[config.mk]
export PLATFORM = sky130hd
export DESIGN_NAME = qbr_reader
export DESIGN_NICKNAME = d
export VERILOG_FILES = /design/src/rtl/qbr_pkg.sv /design/src/rtl/qbr_store.sv /design/src/rtl/qbr_offset.sv /design/src/rtl/qbr_extract.sv /design/src/rtl/qbr_reader.sv
export SDC_FILE = /design/constraint.sdc
export NUM_CORES = 1
export LEC_CHECK = 0
export ABC_AREA = 1
export ABC_CLOCK_PERIOD_IN_PS = 2160
export BUFFER_PORTS_ARGS = -buffer_cell sky130_fd_sc_hd__buf_2
export CORE_MARGIN = 2
export CORE_UTILIZATION = 54
export DETAILED_ROUTE_END_ITERATION = 8
export GPL_TIMING_DRIVEN = 0
export PLACE_DENSITY = 0.78
export SLEW_MARGIN = 20
export SYNTH_ARGS = -nofsm -noshare
export SYNTH_HDL_FRONTEND = slang
export SYNTH_HIERARCHICAL = 1
export SYNTH_SLANG_ARGS = --single-unit
[constraint.sdc]
create_clock -name clk -period 2.16 [get_ports clk]
set_input_delay 0.216 -clock clk [delete_from_list [all_inputs] [get_ports clk]]
set_output_delay 0.216 -clock clk [all_outputs]
set_load 0.02 [all_outputs]
[src/rtl/qbr_pkg.sv]
package qbr_pkg;

   typedef enum logic [1:0] {
      QBR_IDLE = 2'd0,
      QBR_LOAD = 2'd1,
      QBR_BYTE = 2'd2,
      QBR_WORD = 2'd3
   } qbr_op_e;

   // Load outranks byte read, byte read outranks word read.
   function automatic qbr_op_e qbr_decode(input logic ld, input logic rb, input logic rw);
      if (ld)      return QBR_LOAD;
      else if (rb) return QBR_BYTE;
      else if (rw) return QBR_WORD;
      else         return QBR_IDLE;
   endfunction

endpackage

[src/rtl/qbr_store.sv]
module qbr_store #(
   parameter int DATA_W = 128
) (
   input  logic              clk,
   input  logic              rst_n,
   input  logic              we,
   input  logic [DATA_W-1:0] d,
   output logic [DATA_W-1:0] q
);
   always_ff @(posedge clk or negedge rst_n) begin
      if (!rst_n)  q <= '0;
      else if (we) q <= d;
   end
endmodule

[src/rtl/qbr_offset.sv]
module qbr_offset #(
   parameter int OFF_W = 4
) (
   input  logic             clk,
   input  logic             rst_n,
   input  logic             clr,
   input  logic             step_byte,
   input  logic             step_word,
   output logic [OFF_W-1:0] off_o,
   output logic             wrap_o
);
   logic [OFF_W:0] incr;
   logic [OFF_W:0] sum;

   always_comb begin
      if (step_byte)      incr = (OFF_W+1)'(1);
      else if (step_word) incr = (OFF_W+1)'(2);
      else                incr = '0;
      sum    = {1'b0, off_o} + incr;
      wrap_o = sum[OFF_W];
   end

   always_ff @(posedge clk or negedge rst_n) begin
      if (!rst_n)                      off_o <= '0;
      else if (clr)                    off_o <= '0;
      else if (step_byte || step_word) off_o <= sum[OFF_W-1:0];
   end
endmodule

[src/rtl/qbr_extract.sv]
module qbr_extract #(
   parameter int BYTES = 16,
   parameter int OFF_W = 4
) (
   input  logic [BYTES*8-1:0] block,
   input  logic [OFF_W-1:0]   off,
   output logic [7:0]         byte_o,
   output logic [15:0]        word_o
);
   logic [7:0]       lane [BYTES];
   logic [OFF_W-1:0] off_nx;

   for (genvar g = 0; g < BYTES; g++) begin : g_lane
      assign lane[g] = block[g*8 +: 8];
   end

   assign off_nx = off + OFF_W'(1);
   assign byte_o = lane[off];
   assign word_o = {lane[off_nx], lane[off]};
endmodule

[src/rtl/qbr_reader.sv]
module qbr_reader
   import qbr_pkg::*;
#(
   parameter int LONG_W = 32,
   parameter int LONGS  = 4,
   parameter int RES_W  = 32
) (
   input  logic                    clk,
   input  logic                    rst_n,
   input  logic                    load_i,
   input  logic [LONGS*LONG_W-1:0] load_data_i,
   input  logic                    rd_byte_i,
   input  logic                    rd_word_i,
   output logic [RES_W-1:0]        result_o,
   output logic                    carry_o
);
   localparam int DATA_W = LONGS * LONG_W;
   localparam int BYTES  = DATA_W / 8;
   localparam int OFF_W  = $clog2(BYTES);

   if (LONG_W % 8 != 0) begin : g_bad_long
      $error("qbr_reader: LONG_W must be a whole number of bytes");
   end
   if ((BYTES & (BYTES - 1)) != 0 || BYTES < 2) begin : g_bad_bytes
      $error("qbr_reader: block byte count must be a power of two");
   end
   if (RES_W < 16) begin : g_bad_res
      $error("qbr_reader: RES_W must hold a halfword");
   end

   qbr_op_e          op;
   logic [DATA_W-1:0] blk;
   logic [OFF_W-1:0]  off;
   logic              wrap;
   logic [7:0]        sel_byte;
   logic [15:0]       sel_word;

   assign op = qbr_decode(load_i, rd_byte_i, rd_word_i);

   qbr_store #(.DATA_W(DATA_W)) u_store (
      .clk (clk),
      .rst_n (rst_n),
      .we (op == QBR_LOAD),
      .d (load_data_i),
      .q (blk)
   );

   qbr_offset #(.OFF_W(OFF_W)) u_offset (
      .clk (clk),
      .rst_n (rst_n),
      .clr (op == QBR_LOAD),
      .step_byte (op == QBR_BYTE),
      .step_word (op == QBR_WORD),
      .off_o (off),
      .wrap_o (wrap)
   );

   qbr_extract #(.BYTES(BYTES), .OFF_W(OFF_W)) u_extract (
      .block (blk),
      .off (off),
      .byte_o (sel_byte),
      .word_o (sel_word)
   );

   always_ff @(posedge clk or negedge rst_n) begin
      if (!rst_n) begin
         result_o <= '0;
         carry_o  <= 1'b0;
      end else begin
         unique case (op)
            QBR_LOAD: begin
               result_o <= '0;
               carry_o  <= 1'b0;
            end
            QBR_BYTE: begin
               result_o <= RES_W'(sel_byte);
               carry_o  <= wrap;
            end
            QBR_WORD: begin
               result_o <= RES_W'(sel_word);
               carry_o  <= wrap;
            end
            default: ;
         endcase
      end
   end
endmodule

# Word-level counts from Yosys, hierarchy flattened
# Cells that the tools add are included.
dict set report classes {
  addsub 2
  mul 0
  div 0
  order_cmp 2
  n_eq_ne 3
  n_shift 0
  mux 15
  bitwise_logic 2
  reduce_logical 5
}
# cell n
set op_table {}
lappend op_table {{$pmux W32 S3} 1}
lappend op_table {{$bmux W8 S4} 2}
lappend op_table {{$mux W8} 4}
lappend op_table {{$ge A5 B5 Y1 const B} 2}
lappend op_table {{$mux W2} 5}
lappend op_table {{$not A4 Y5} 2}
lappend op_table {{$mux W4} 2}
lappend op_table {{$add A4 B2 Y5} 1}
lappend op_table {{$add A4 B1 Y4 const B} 1}
lappend op_table {{$eq A2 B2 Y1 const B} 2}
lappend op_table {{$reduce_bool A2 Y1} 2}
lappend op_table {{$reduce_bool A3 Y1} 1}
lappend op_table {{$eq A2 B1 Y1 const B} 1}
lappend op_table {{$pmux W1 S2} 1}
lappend op_table {{$reduce_or A2 Y1} 1}
lappend op_table {{$logic_or A1 B1 Y1} 1}
dict set report word_totals {
  register_bits 165
  latch_bits 0
  ram_bits 0
  mem_bits_ro 0
  inputBits 133
  n_memories 0
}

# Longest topological paths before layout
# Gate-level depths: netlist of run 1.
dict set report logic_depth {
  depth_word 9
  depth_mapped 12
}

# Cells and area by module
# The synthesis of run 1 kept the hierarchy.
# module instances cells_each area_each_um2 seq_area_each_um2
set by_module_without_submodules {}
lappend by_module_without_submodules {qbr_store 1 541 4959.8 3203.1}
lappend by_module_without_submodules {qbr_extract 1 691 3044.2 0.0}
lappend by_module_without_submodules {qbr_reader 1 104 899.6 425.4}
lappend by_module_without_submodules {qbr_offset 1 36 267.8 100.1}

# Worst setup path before layout of run 1
# Ideal clock, no wire load.
dict set report synth_timing {
  kind {input to register}
  from {input port rd_byte_i}
  to {register u_offset.off_o[2]}
  setup_ns 0.118
  t_arrival_ns 1.648
  required_time_ns 2.042
  path_slack_ns 0.394
  path_stages 10
  n_path_buf 0
  path_cell_list {inv_2 > nand2_4 > nor3b_1 > ha_1 > inv_1 > fa_1 > inv_1 > a21oi_1 > nor2_1 > nor2_1}
}
dict set report synth_between {
  elab_chain_len 8
  word_cells_on_any_way 12
  classes_between {1 x add/sub; 3 x eq/ne; 6 x mux; 2 x reduce/logical}
}
# item line_no
set synth_lines {}
lappend synth_lines {{from (decl)} qbr_reader.sv:12} ;# input logic rd_byte_i,
lappend synth_lines {{$mux W2 *} qbr_pkg.sv:13} ;# else if (rb) return QBR_BYTE;
lappend synth_lines {{$mux W2 *} qbr_pkg.sv:12} ;# if (ld) return QBR_LOAD;
lappend synth_lines {{$eq A2 B2 Y1} qbr_reader.sv:53} ;# .step_word (op == QBR_WORD),
lappend synth_lines {{$mux W2} qbr_offset.sv:17} ;# else if (step_word) incr = (OFF_W+1)'(2);
lappend synth_lines {{$mux W2} qbr_offset.sv:16} ;# if (step_byte) incr = (OFF_W+1)'(1);
lappend synth_lines {{$add A4 B2 Y5} qbr_offset.sv:19} ;# sum = {1'b0, off_o} + incr;
lappend synth_lines {{$mux W4} qbr_offset.sv:26} ;# else if (step_byte || step_word) off_o <= sum[OFF_W-1:0];
lappend synth_lines {{$mux W4} qbr_offset.sv:25} ;# else if (clr) off_o <= '0;
lappend synth_lines {{to (signal assigned)} qbr_offset.sv:26}
lappend synth_lines {{to (decl)} qbr_offset.sv:9} ;# output logic [OFF_W-1:0] off_o,
# Mark *: on every way between the ends. The rest lies on a longest branch, timed or not. The select of a mux whose other input is x is not followed.
# A chain may end at the register's enable or synchronous reset.

# Final worst setup path of run 1
dict set report layout_timing {
  from {register u_offset.off_o[0]}
  to {register result_o[4]}
}
dict set report layout_between {
  elab_chain_len 5
}
# item line_no
set layout_lines {}
lappend layout_lines {{$not A4 Y5 (implied by the code)} qbr_extract.sv:18} ;# assign byte_o = lane[off];
lappend layout_lines {{$bmux W8 S4} qbr_extract.sv:18}
lappend layout_lines {{$mux W8 (implied by the code) (2 in a row)} qbr_extract.sv:18}
lappend layout_lines {{net sel_byte[4]} qbr_reader.sv:35} ;# logic [7:0] sel_byte;
lappend layout_lines {{$pmux W32 S3} qbr_reader.sv:70} ;# unique case (op)
lappend layout_lines {{to (signal assigned)} qbr_reader.sv:76} ;# result_o <= RES_W'(sel_byte);
lappend layout_lines {{to (signal assigned)} qbr_reader.sv:80} ;# result_o <= RES_W'(sel_word);
lappend layout_lines {{to (decl)} qbr_reader.sv:14} ;# output logic [RES_W-1:0] result_o,
# The timed path passes the listed nets, and every way through them passes these cells. The select of a mux whose other input is x is not followed.

==> results of run 1 <==
-- timing repair --
item,CTS,global route
hold endpoints to repair,171,0
buffers inserted,0,0
setup endpoints to repair,9,14
hold buffers,105,0
gates resized for setup,7,14
-- routing by layer --
layer / GRT usage / wire (um)
met5: 0 / 0
met4: 0.1281 / 950
met3: 0.06614 / 2908
met2: 0.5992 / 15320
met1: 0.5093 / 13770
-- cell families after synthesis --
kind of cell             after synthesis
flip-flops                           149
AND/OR/NAND/NOR                      964
XOR/XNOR                               4
other                                  1
AO/OA/AOI/OAI                          4
buffers and inverters                246
adder cells (fa/ha/maj)                4
-- metrics by stage --
stage,util,power [mW]
floorplan,-,4.881
global placement,0.6180,5.720
detailed placement,0.6203,5.767
CTS,0.7240,9.241
global route,0.7260,9.762
finish,0.7260,9.344
-- sequential cells by signal, indices dropped and copies added, names as in the netlist --
signal / flops
carry_o: 1
u_offset/off_o: 4
result_o: 16
u_store/q: 128
-- worst paths after layout --
check | start | end | slack, ns
min | load_data_i[67] | u_store/q[67] | 0.007
min reg2reg | result_o[11] | result_o[11] | 0.47
max reg2reg | u_offset/off_o[0] | result_o[4] | 0.05
max in group asynchronous | rst_n | u_store/q[42] | 1.05
max | u_offset/off_o[0] | result_o[4] | 0.05
min in group asynchronous | rst_n | u_store/q[107] | 0.31
-- placed cells by master, fill, tap and decap left out, drive strengths merged, types with 2 or more instances in the layout --
cell type	synthesis	routed
dfrtp	149	149
bufinv	0	4
conb	1	16
inv	142	148
nand2	703	703
a21oi	3	3
buf	95	239
nand3	249	249
clkbuf	8	31
nor2	10	10
xor2	3	3
dlygate4sd3	0	105
ha	3	3
clkinvlp	0	3
clkinv	1	2
-- worst max-delay path, delay by kind of cell, from the launching register on --
family | cells | cell delay, ns
DFF | 1 | 0.49
buffers and inverters | 3 | 0.72
and+or+nand+nor | 7 | 0.76
-- cell type report --
type	instances	area [sq um]	share of cell area
clock buffers	18	439.2	0.03648
multi-input cells	992	4224	0.3509
well taps	220	275.3	0.02286
plain buffers	102	782.0	0.06496
inverters	143	540.5	0.04490
clock inverters	14	212.7	0.01767
repair buffers	255	1834	0.1524
flip-flops and latches	149	3731	0.3099
-- power groups by stage --
stage	logic [mW]	clock network [mW]	registers (mW)
2_1_floorplan	1.62	0	3.26
3_3_place_gp	2.48	0	3.24
3_5_place_dp	2.51	0	3.25
4_1_cts	2.69	3.34	3.21
5_1_grt	3.05	3.46	3.24
6_report	2.82	3.31	3.21
==> results.json, run 1 <==
{
  "status": "finished clean",
  "grt_start_max_net_pins": 83,
  "maxSlewViolCount": 0,
  "peakVddDrop_uv": 673.6,
  "synthAdderAreaFrac": 0.006276,
  "cp-start-kind": "register",
  "io_pins": 166,
  "ys.warnings.count": 6,
  "p_sw_mw": 3.259,
  "power_frac_clock": 0.354,
  "grt_pass1_wl_um": 51830,
  "yosysSeqAreaShare": 0.4065,
  "ys_ff_latch": 149,
  "synth_area_leaders": "dfrtp_1 (41%), nand2_1 (29%), nand3_1 (13%)",
  "max_freq_ghz": 0.4750,
  "die_height_um": 134.3,
  "tritoncts": "yes",
  "worst_hold_slack_ns": 0.007254,
  "cts_made_buffers": 17,
  "hp-class": "primary input to register",
  "fill_cells": 1360,
  "layout_setup_ws_ns": 0.05482,
  "cts_sinks": 149,
  "cap_violations": 0,
  "p_seq_frac": 0.344,
  "routed_wl_um": 32950,
  "drc": 0,
  "cpPeakStageDelay_ns": 0.49,
  "crit_type": "register to register",
  "place_area_sq_mm": 0.01029,
  "antenna_found_initial": 0,
  "hold_depth": 3,
  "yosys.area.top_type": "dfrtp_1",
  "synthCells": 1372,
  "finalSetupViolations": 0,
  "gp_congestion": 1.004,
  "grt.total_usage": 0.3720,
  "ys_types": 27,
  "tightest_slew_ns": 0.5276,
  "core-area_sq_mm": 0.01658,
  "nNetsFinal": 1797,
  "dp.cells": 1757,
  "cpMaxStageDelayCell": "dfrtp_2",
  "drt_iter0_drc": 1019,
  "critPathArrivalTime_ns": 2.41,
  "ant_nets": 0,
  "muxShareOfSynthArea": 0,
  "power_leakage_nw": 6.881,
  "switching_share": 0.3488,
  "synthTopCellsByCount": "nand2_1 (700), nand3_1 (247), dfrtp_1 (149), inv_1 (138), buf_2 (36)",
  "die-area_sq_mm": 0.01804,
  "clock_latency_ns": 0.43,
  "cts.path.max_buffers": 2,
  "period_needed_ns": 2.105,
  "path_max_fanout": 10,
  "num_vias": 10120,
  "portBuffers": 149,
  "h-tree-depth": 4,
  "p_per_area_mw_per_mm2": 776.1,
  "grt_pass1_vias": 9804,
  "netlist.area_leader.share": 0.4065,
  "synth_compound_area_frac": 0.002183,
  "yosys.area_share.simple": 0.4347,
  "syn_area_sq_mm": 0.009171,
  "n_antenna_cell": 0,
  "fin_cells": 1893,
  "layout_worst_path_cycle_share": 0.9746,
  "area_growth_pct": 31.27,
  "stdcell_area_sq_mm": 0.01204,
  "finClkSkew_ns": 0.007096,
  "max_slew_margin": 0.6483,
  "endpoint_kind": "register",
  "p_int_mw": 6.085,
  "synthFlopType": "dfrtp_1",
  "combPwrFrac": 0.302,
  "rows": 47,
  "drive_gt1_frac": 0.1817,
  "synth_xor_xnor_area_share": 0.008322,
  "reg2regPathDepth": 10,
  "async_reset_ff_frac": 1.000,
  "grt_overflow": 0,
  "clockRootBuffer": "clkbuf_16",
  "syn_area_per_cell_sq_um": 6.685,
  "clk_pin_slew_ns": 0.07,
  "synth_top_family_by_area": "simple AND/OR/NAND/NOR gates",
  "die_w_um": 134.3,
  "post-place-ws_ns": -0.1985,
  "worstPathCellList": "buf_4 -> buf_2 -> nand2_1 -> nand3_1 -> nand3_1 -> nand3_1 -> nand2_1 -> buf_4 -> nand2_1 -> nand3_1",
  "critPathRequiredTime_ns": 2.46,
  "synth.most_common_cell": "nand2_1",
  "critical_path.most_common_cell": "nand3_1",
  "wl_per_cell_um": 17.40,
  "tns_ns": 0,
  "drt-vias-per-instance": 5.348,
  "synth-edff-count": 0,
  "start_util": 0.5530,
  "firstDrtPassIters": 7,
  "hpwl_um": 22230,
  "hold_viol": 0
}
(Power assumes the default switching activity.)
==> inputs of run 2 (changes only) <==
Settings changed: ABC_AREA 1 to not set, SLEW_MARGIN 20 to not set.
==> results.json, run 2 <==
{
  "status": "finished, violations left",
  "violations": "negative setup slack",
  "area_growth_pct": 36.47,
  "grt.total_usage": 0.3101,
  "clockRootBuffer": "clkbuf_16",
  "layout_setup_ws_ns": -0.08256,
  "synthTopCellsByCount": "dfrtp_1 (149), mux2_2 (136), mux2i_1 (48), nor2b_1 (43)",
  "p_sw_mw": 2.521,
  "drt-vias-per-instance": 6.086,
  "dp.cells": 997,
  "antenna_found_initial": 0,
  "die-area_sq_mm": 0.01651,
  "cpPeakStageDelay_ns": 0.47,
  "multi_input_area_sq_mm": 0.004887,
  "ys_types": 36,
  "critPathRequiredTime_ns": 2.51,
  "ant_nets": 0,
  "grt_pass1_wl_um": 37890,
  "grt_pass1_vias": 6627,
  "yosysSeqAreaShare": 0.4456,
  "cap_violations": 0,
  "hp-class": "primary input to register",
  "fin_cells": 1062,
  "largest-register": "u_store/q",
  "gp_congestion": 0.9610,
  "peakVddDrop_uv": 612.9,
  "power_frac_clock": 0.346,
  "ff_latch_area_sq_mm": 0.003731,
  "worst_hold_slack_ns": 0.007116,
  "hold_depth": 2,
  "worstHoldEndpoint": "u_store/q[69]",
  "syn_area_per_cell_sq_um": 12.97,
  "path_max_fanout": 10,
  "firstDrtPassIters": 5,
  "max_slew_margin": 0.5378,
  "clk_pin_slew_ns": 0.07,
  "nNetsFinal": 998,
  "clock_latency_ns": 0.44,
  "cp-start-kind": "register",
  "stdcell_area_sq_mm": 0.01142,
  "synthCells": 645,
  "fill_cells": 940,
  "portBuffers": 148,
  "synth.most_common_cell": "dfrtp_1",
  "die_height_um": 128.5,
  "p_per_area_mw_per_mm2": 713.5,
  "reg_top3": "u_store/q x128, result_o x16, u_offset/off_o x4",
  "endpoint_kind": "register",
  "tritoncts": "yes",
  "cpMaxStageDelayCell": "dfrtp_2",
  "p_seq_frac": 0.411,
  "worstPathCellList": "ha_4 -> xor2_4 -> buf_12 -> buf_8 -> and3_1 -> nor4_2 -> mux2_4 -> mux2i_1 -> nor2_1",
  "cts_sinks": 149,
  "start_util": 0.5524,
  "finalSetupViolations": 9,
  "total_power_mw": 8.147,
  "ys_ff_latch": 149,
  "tightest_slew_ns": 0.6933,
  "rsz0062_at_grt": "yes",
  "netlist.area_leader.share": 0.4456,
  "rrSetupSlack_ns": -0.08,
  "period_needed_ns": 2.243,
  "drt_iter0_drc": 519,
  "synth_area_leaders": "dfrtp_1 (45%), mux2_2 (18%), mux4_2 (8.6%)",
  "rows": 45,
  "grt_overflow": 0,
  "final_cell_mix": "dfrtp_1 (147), buf_2 (147), mux2_2 (134)",
  "post-place-ws_ns": -0.7216,
  "finClkSkew_ns": 0.01189,
  "largest_reg_flops": 128,
  "reg2regPathDepth": 9,
  "drc": 0,
  "switching_share": 0.3094,
  "drive_gt1_frac": 0.5847,
  "routed_wl_um": 25440,
  "h-tree-depth": 4,
  "critPathArrivalTime_ns": 2.59,
  "utilization": 0.7539,
  "p_int_mw": 5.626,
  "place_area_sq_mm": 0.009433,
  "r2r-end": "result_o[9]",
  "min_from": "load_data_i[69]",
  "crit_type": "register to register",
  "n_antenna_cell": 0,
  "yosys.area.top_type": "dfrtp_1",
  "hpwl_um": 18100,
  "num_vias": 6463,
  "tns_ns": -0.3538,
  "cts_made_buffers": 17,
  "power_leakage_nw": 4.855,
  "wl_per_cell_um": 23.96,
  "hold_viol": 0,
  "grt_start_max_net_pins": 77,
  "synth-edff-count": 0,
  "syn_area_sq_mm": 0.008367,
  "synthFlopType": "dfrtp_1",
  "max_freq_ghz": 0.4459,
  "combPwrFrac": 0.243,
  "die_w_um": 128.5,
  "worstReg2RegStart": "u_offset/off_o[1]",
  "core-area_sq_mm": 0.01515,
  "ys.warnings.count": 6,
  "layout_worst_path_cycle_share": 1.038,
  "cts.path.max_buffers": 2,
  "maxSlewViolCount": 0,
  "io_pins": 166,
  "async_reset_ff_frac": 1.000
}
==> run 2: area by class of cell <==
type,instances,area share
Tap cell,188,0.02060
Clock buffer,18,0.03846
Sequential cell,149,0.3268
Timing Repair Buffer,189,0.1074
Clock inverter,14,0.01052
Buffer,72,0.06662
Inverter,5,0.001644
Multi-Input combinational cell,427,0.4280
==> run 2: kinds of logic (layout without fill, tap and decap cells) <==
kind of cell,Yosys count,in the layout,share of synthesized area
flip-flops,149,149,0.4456
AO/OA/AOI/OAI,67,67,0.06206
adder cells (fa/ha/maj),4,4,0.006880
AND/OR/NAND/NOR,121,121,0.08405
buffers and inverters,84,298,0.07029
XOR/XNOR,3,3,0.004039
other,1,16,0.0004482
multiplexers,216,216,0.3266
==> run 2: routing by layer <==
| metal | global-route usage | vias to the layer above | routed length (um) | share of wire |
|---|---|---|---|---|
| li1 | - | 2839 | - | - |
| met4 | 0.1164 | 0 | 643 | 0.025 |
| met1 | 0.4140 | 3268 | 10750 | 0.42 |
| met5 | 0 | - | 0 | 0 |
| met3 | 0.08441 | 41 | 1904 | 0.075 |
| met2 | 0.4897 | 315 | 12150 | 0.48 |
==> run 2: power groups by stage <==
stage / registers [mW] / clock network (mW) / logic, mW
after floorplan: 3.27 / 0 / 0.994
after global placement: 3.33 / 0 / 1.46
after detailed placement: 3.35 / 0 / 1.51
after CTS: 3.32 / 2.84 / 1.75
after global routing: 3.38 / 2.98 / 2.08
final: 3.35 / 2.82 / 1.98
==> run 2: worst max-delay path, delay by kind of cell (launching register included) <==
kind	cells	cell delay (ns)
fa+ha+maj	1	0.22
buf+inv	2	0.28
mux	2	0.30
xor+xnor	1	0.16
simple gates	3	0.72
flops	1	0.47
==> run 2: worst max-delay path by stage <==
stage                                  from                 to
after CTS                 u_offset/off_o[1]        result_o[1]
after floorplan                      load_i  u_offset/off_o[2]
after global placement                rst_n      u_store/q[70]
after detailed placement  u_offset/off_o[0]       result_o[13]
final                     u_offset/off_o[1]        result_o[9]
after global routing      u_offset/off_o[1]        result_o[9]
==> run 2: what timing repair did <==
item,4_1_cts,5_1_grt
resized for setup,137,84
pin swaps,12,51
hold buffers,14,1
endpoints found under the hold margin,86,1
setup endpoints to repair,16,17
buffers inserted,10,10
cloned,1,4
==> inputs of run 3 (changes only) <==
Settings changed: ABC_CLOCK_PERIOD_IN_PS 2160 to 1900, CORE_UTILIZATION 54 to 51, SETUP_SLACK_MARGIN set to 0.5.
Clock period 2.16 ns to 1.9 ns, I/O delays scaled along.
==> results.json, run 3 (same netlist as run 2, synthesis figures left out) <==
{
  "die_w_um": 132.1,
  "tightest_slew_ns": 0.8587,
  "stdcell_area_sq_mm": 0.01234,
  "multi_input_area_sq_mm": 0.004868,
  "firstDrtPassIters": 5,
  "cp_top_family": "buffers and inverters",
  "ant_nets": 0,
  "crit_type": "register to register",
  "io_pins": 166,
  "largest_reg_flops": 128,
  "grt_start_max_net_pins": 88,
  "violations": "negative hold slack, negative setup slack",
  "hp-class": "primary input to register",
  "start_util": 0.5248,
  "tritoncts": "yes",
  "drt_iter0_drc": 641,
  "crit_start": "u_offset/off_o[0]",
  "antenna_found_initial": 0,
  "power_leakage_nw": 5.251,
  "finClkSkew_ns": 0.008753,
  "drc": 0,
  "total_power_mw": 9.458,
  "worstReg2RegStart": "u_offset/off_o[0]",
  "portBuffers": 148,
  "layout_setup_ws_ns": -0.3343,
  "h-tree-depth": 4,
  "min_from": "load_data_i[80]",
  "grt_pass1_wl_um": 41260,
  "routed_wl_um": 27760,
  "area_growth_pct": 47.44,
  "die-area_sq_mm": 0.01745,
  "hold_viol": 1,
  "max_freq_ghz": 0.4476,
  "final_common_cell": "buf_2",
  "n_antenna_cell": 0,
  "worst_hold_slack_ns": -0.002031,
  "fill_cells": 936,
  "clock_latency_ns": 0.44,
  "grt_pass1_vias": 7299,
  "endpoint_kind": "register",
  "hpwl_um": 18260,
  "drive_gt1_frac": 0.5490,
  "cp-start-kind": "register",
  "worst-path-buf-inv": 4,
  "cpPeakStageDelay_ns": 0.47,
  "worstPathCellList": "buf_6 -> buf_12 -> buf_12 -> mux4_2 -> a22oi_1 -> nand2_1 -> buf_4 -> mux2i_1 -> a211oi_1",
  "die_height_um": 132.1,
  "final_cell_mix": "buf_2 (148), dfrtp_1 (147), mux2_2 (131)",
  "critPathArrivalTime_ns": 2.55,
  "status": "finished, violations left",
  "clk_pin_slew_ns": 0.06,
  "grt_overflow": 0,
  "ff_latch_area_sq_mm": 0.003731,
  "cts_sinks": 149,
  "place_area_sq_mm": 0.009818,
  "maxSlewViolCount": 0,
  "nNetsFinal": 1084,
  "finalSetupViolations": 18,
  "path_max_fanout": 10,
  "core-area_sq_mm": 0.01594,
  "layout_worst_path_cycle_share": 1.176,
  "peakVddDrop_uv": 711.6,
  "cpMaxStageDelayCell": "dfrtp_2",
  "gp_congestion": 0.9577,
  "max_slew_margin": 0.4254,
  "drt-vias-per-instance": 5.892,
  "critical_path.most_common_cell": "buf_12",
  "reg_top3": "u_store/q x128, result_o x16, u_offset/off_o x4",
  "cap_violations": 0,
  "wl_per_cell_um": 23.60,
  "cts_made_buffers": 17,
  "post-place-ws_ns": -0.5718,
  "rsz0062_at_grt": "yes",
  "critPathRequiredTime_ns": 2.21,
  "clockRootBuffer": "clkbuf_16",
  "period_needed_ns": 2.234,
  "largest-register": "u_store/q",
  "cts.path.max_buffers": 2,
  "num_vias": 6929,
  "rows": 46,
  "utilization": 0.7737,
  "p_per_area_mw_per_mm2": 766.7,
  "grt.total_usage": 0.3105
}
## run 3: cell types whose count changed in the layout (fill, tap and decap cells not counted), sizes merged
cell         delta
clkbuf          +5
dlygate4sd3    +81
bufinv          +1
clkinvlp        +3
clkinv          -2
buf             +2
inv             -4
## run 3: cell type report
class / count / share of cell area
multi-input cells: 427 / 0.3947
flip-flops and latches: 149 / 0.3025
repair buffers: 268 / 0.1604
plain buffers: 79 / 0.07496
clock buffers: 20 / 0.03540
well taps: 216 / 0.02191
clock inverters: 12 / 0.008723
inverters: 5 / 0.001521
## run 3: final timing paths
kind / endpoint / slack, ns / cells past startpoint
worst max-delay path: result_o[7] / -0.33 / 9
worst min-delay path: u_store/q[80] / -0.002 / 2
worst max register to register: result_o[7] / -0.33 / 9
worst min register to register: u_store/q[46] / 0.53 / 1
max in group asynchronous: u_store/q[91] / 0.77 / 3
min in group asynchronous: result_o[0] / 0.31 / 2
## run 3: report_power, final
group,internal [mW],switching [mW]
clock network,1.80,1.41
registers,3.48,0.325
logic,1.34,1.11
## run 3: what timing repair did
action / CTS / global route
setup buffers: 15 / 4
pin swaps: 16 / 20
endpoints found under the setup margin: 20 / 21
endpoints found under the hold margin: 148 / 9
hold buffers: 87 / 9
gates resized for setup: 93 / 49
gates cloned: 1 / 3
## run 3: per-stage QoR
step / instances / setup TNS (ns)
2_1_floorplan: 660 / -0.1275
3_3_place_gp: 1024 / -195.17
3_5_place_dp: 1025 / -7.235
4_1_cts: 1160 / -3.473
5_1_grt: 1176 / -5.158
6_report: 1176 / -4.506
## run 3: per-layer routing
| layer | track usage | part of all wire | up-vias | wire length [um] |
|---|---|---|---|---|
| met5 | 0 | 0 | - | 0 |
| met3 | 0.07420 | 0.083 | 63 | 2294 |
| li1 | - | - | 2995 | - |
| met2 | 0.5171 | 0.50 | 385 | 13950 |
| met1 | 0.4016 | 0.39 | 3486 | 10830 |
| met4 | 0.1027 | 0.025 | 0 | 690 |
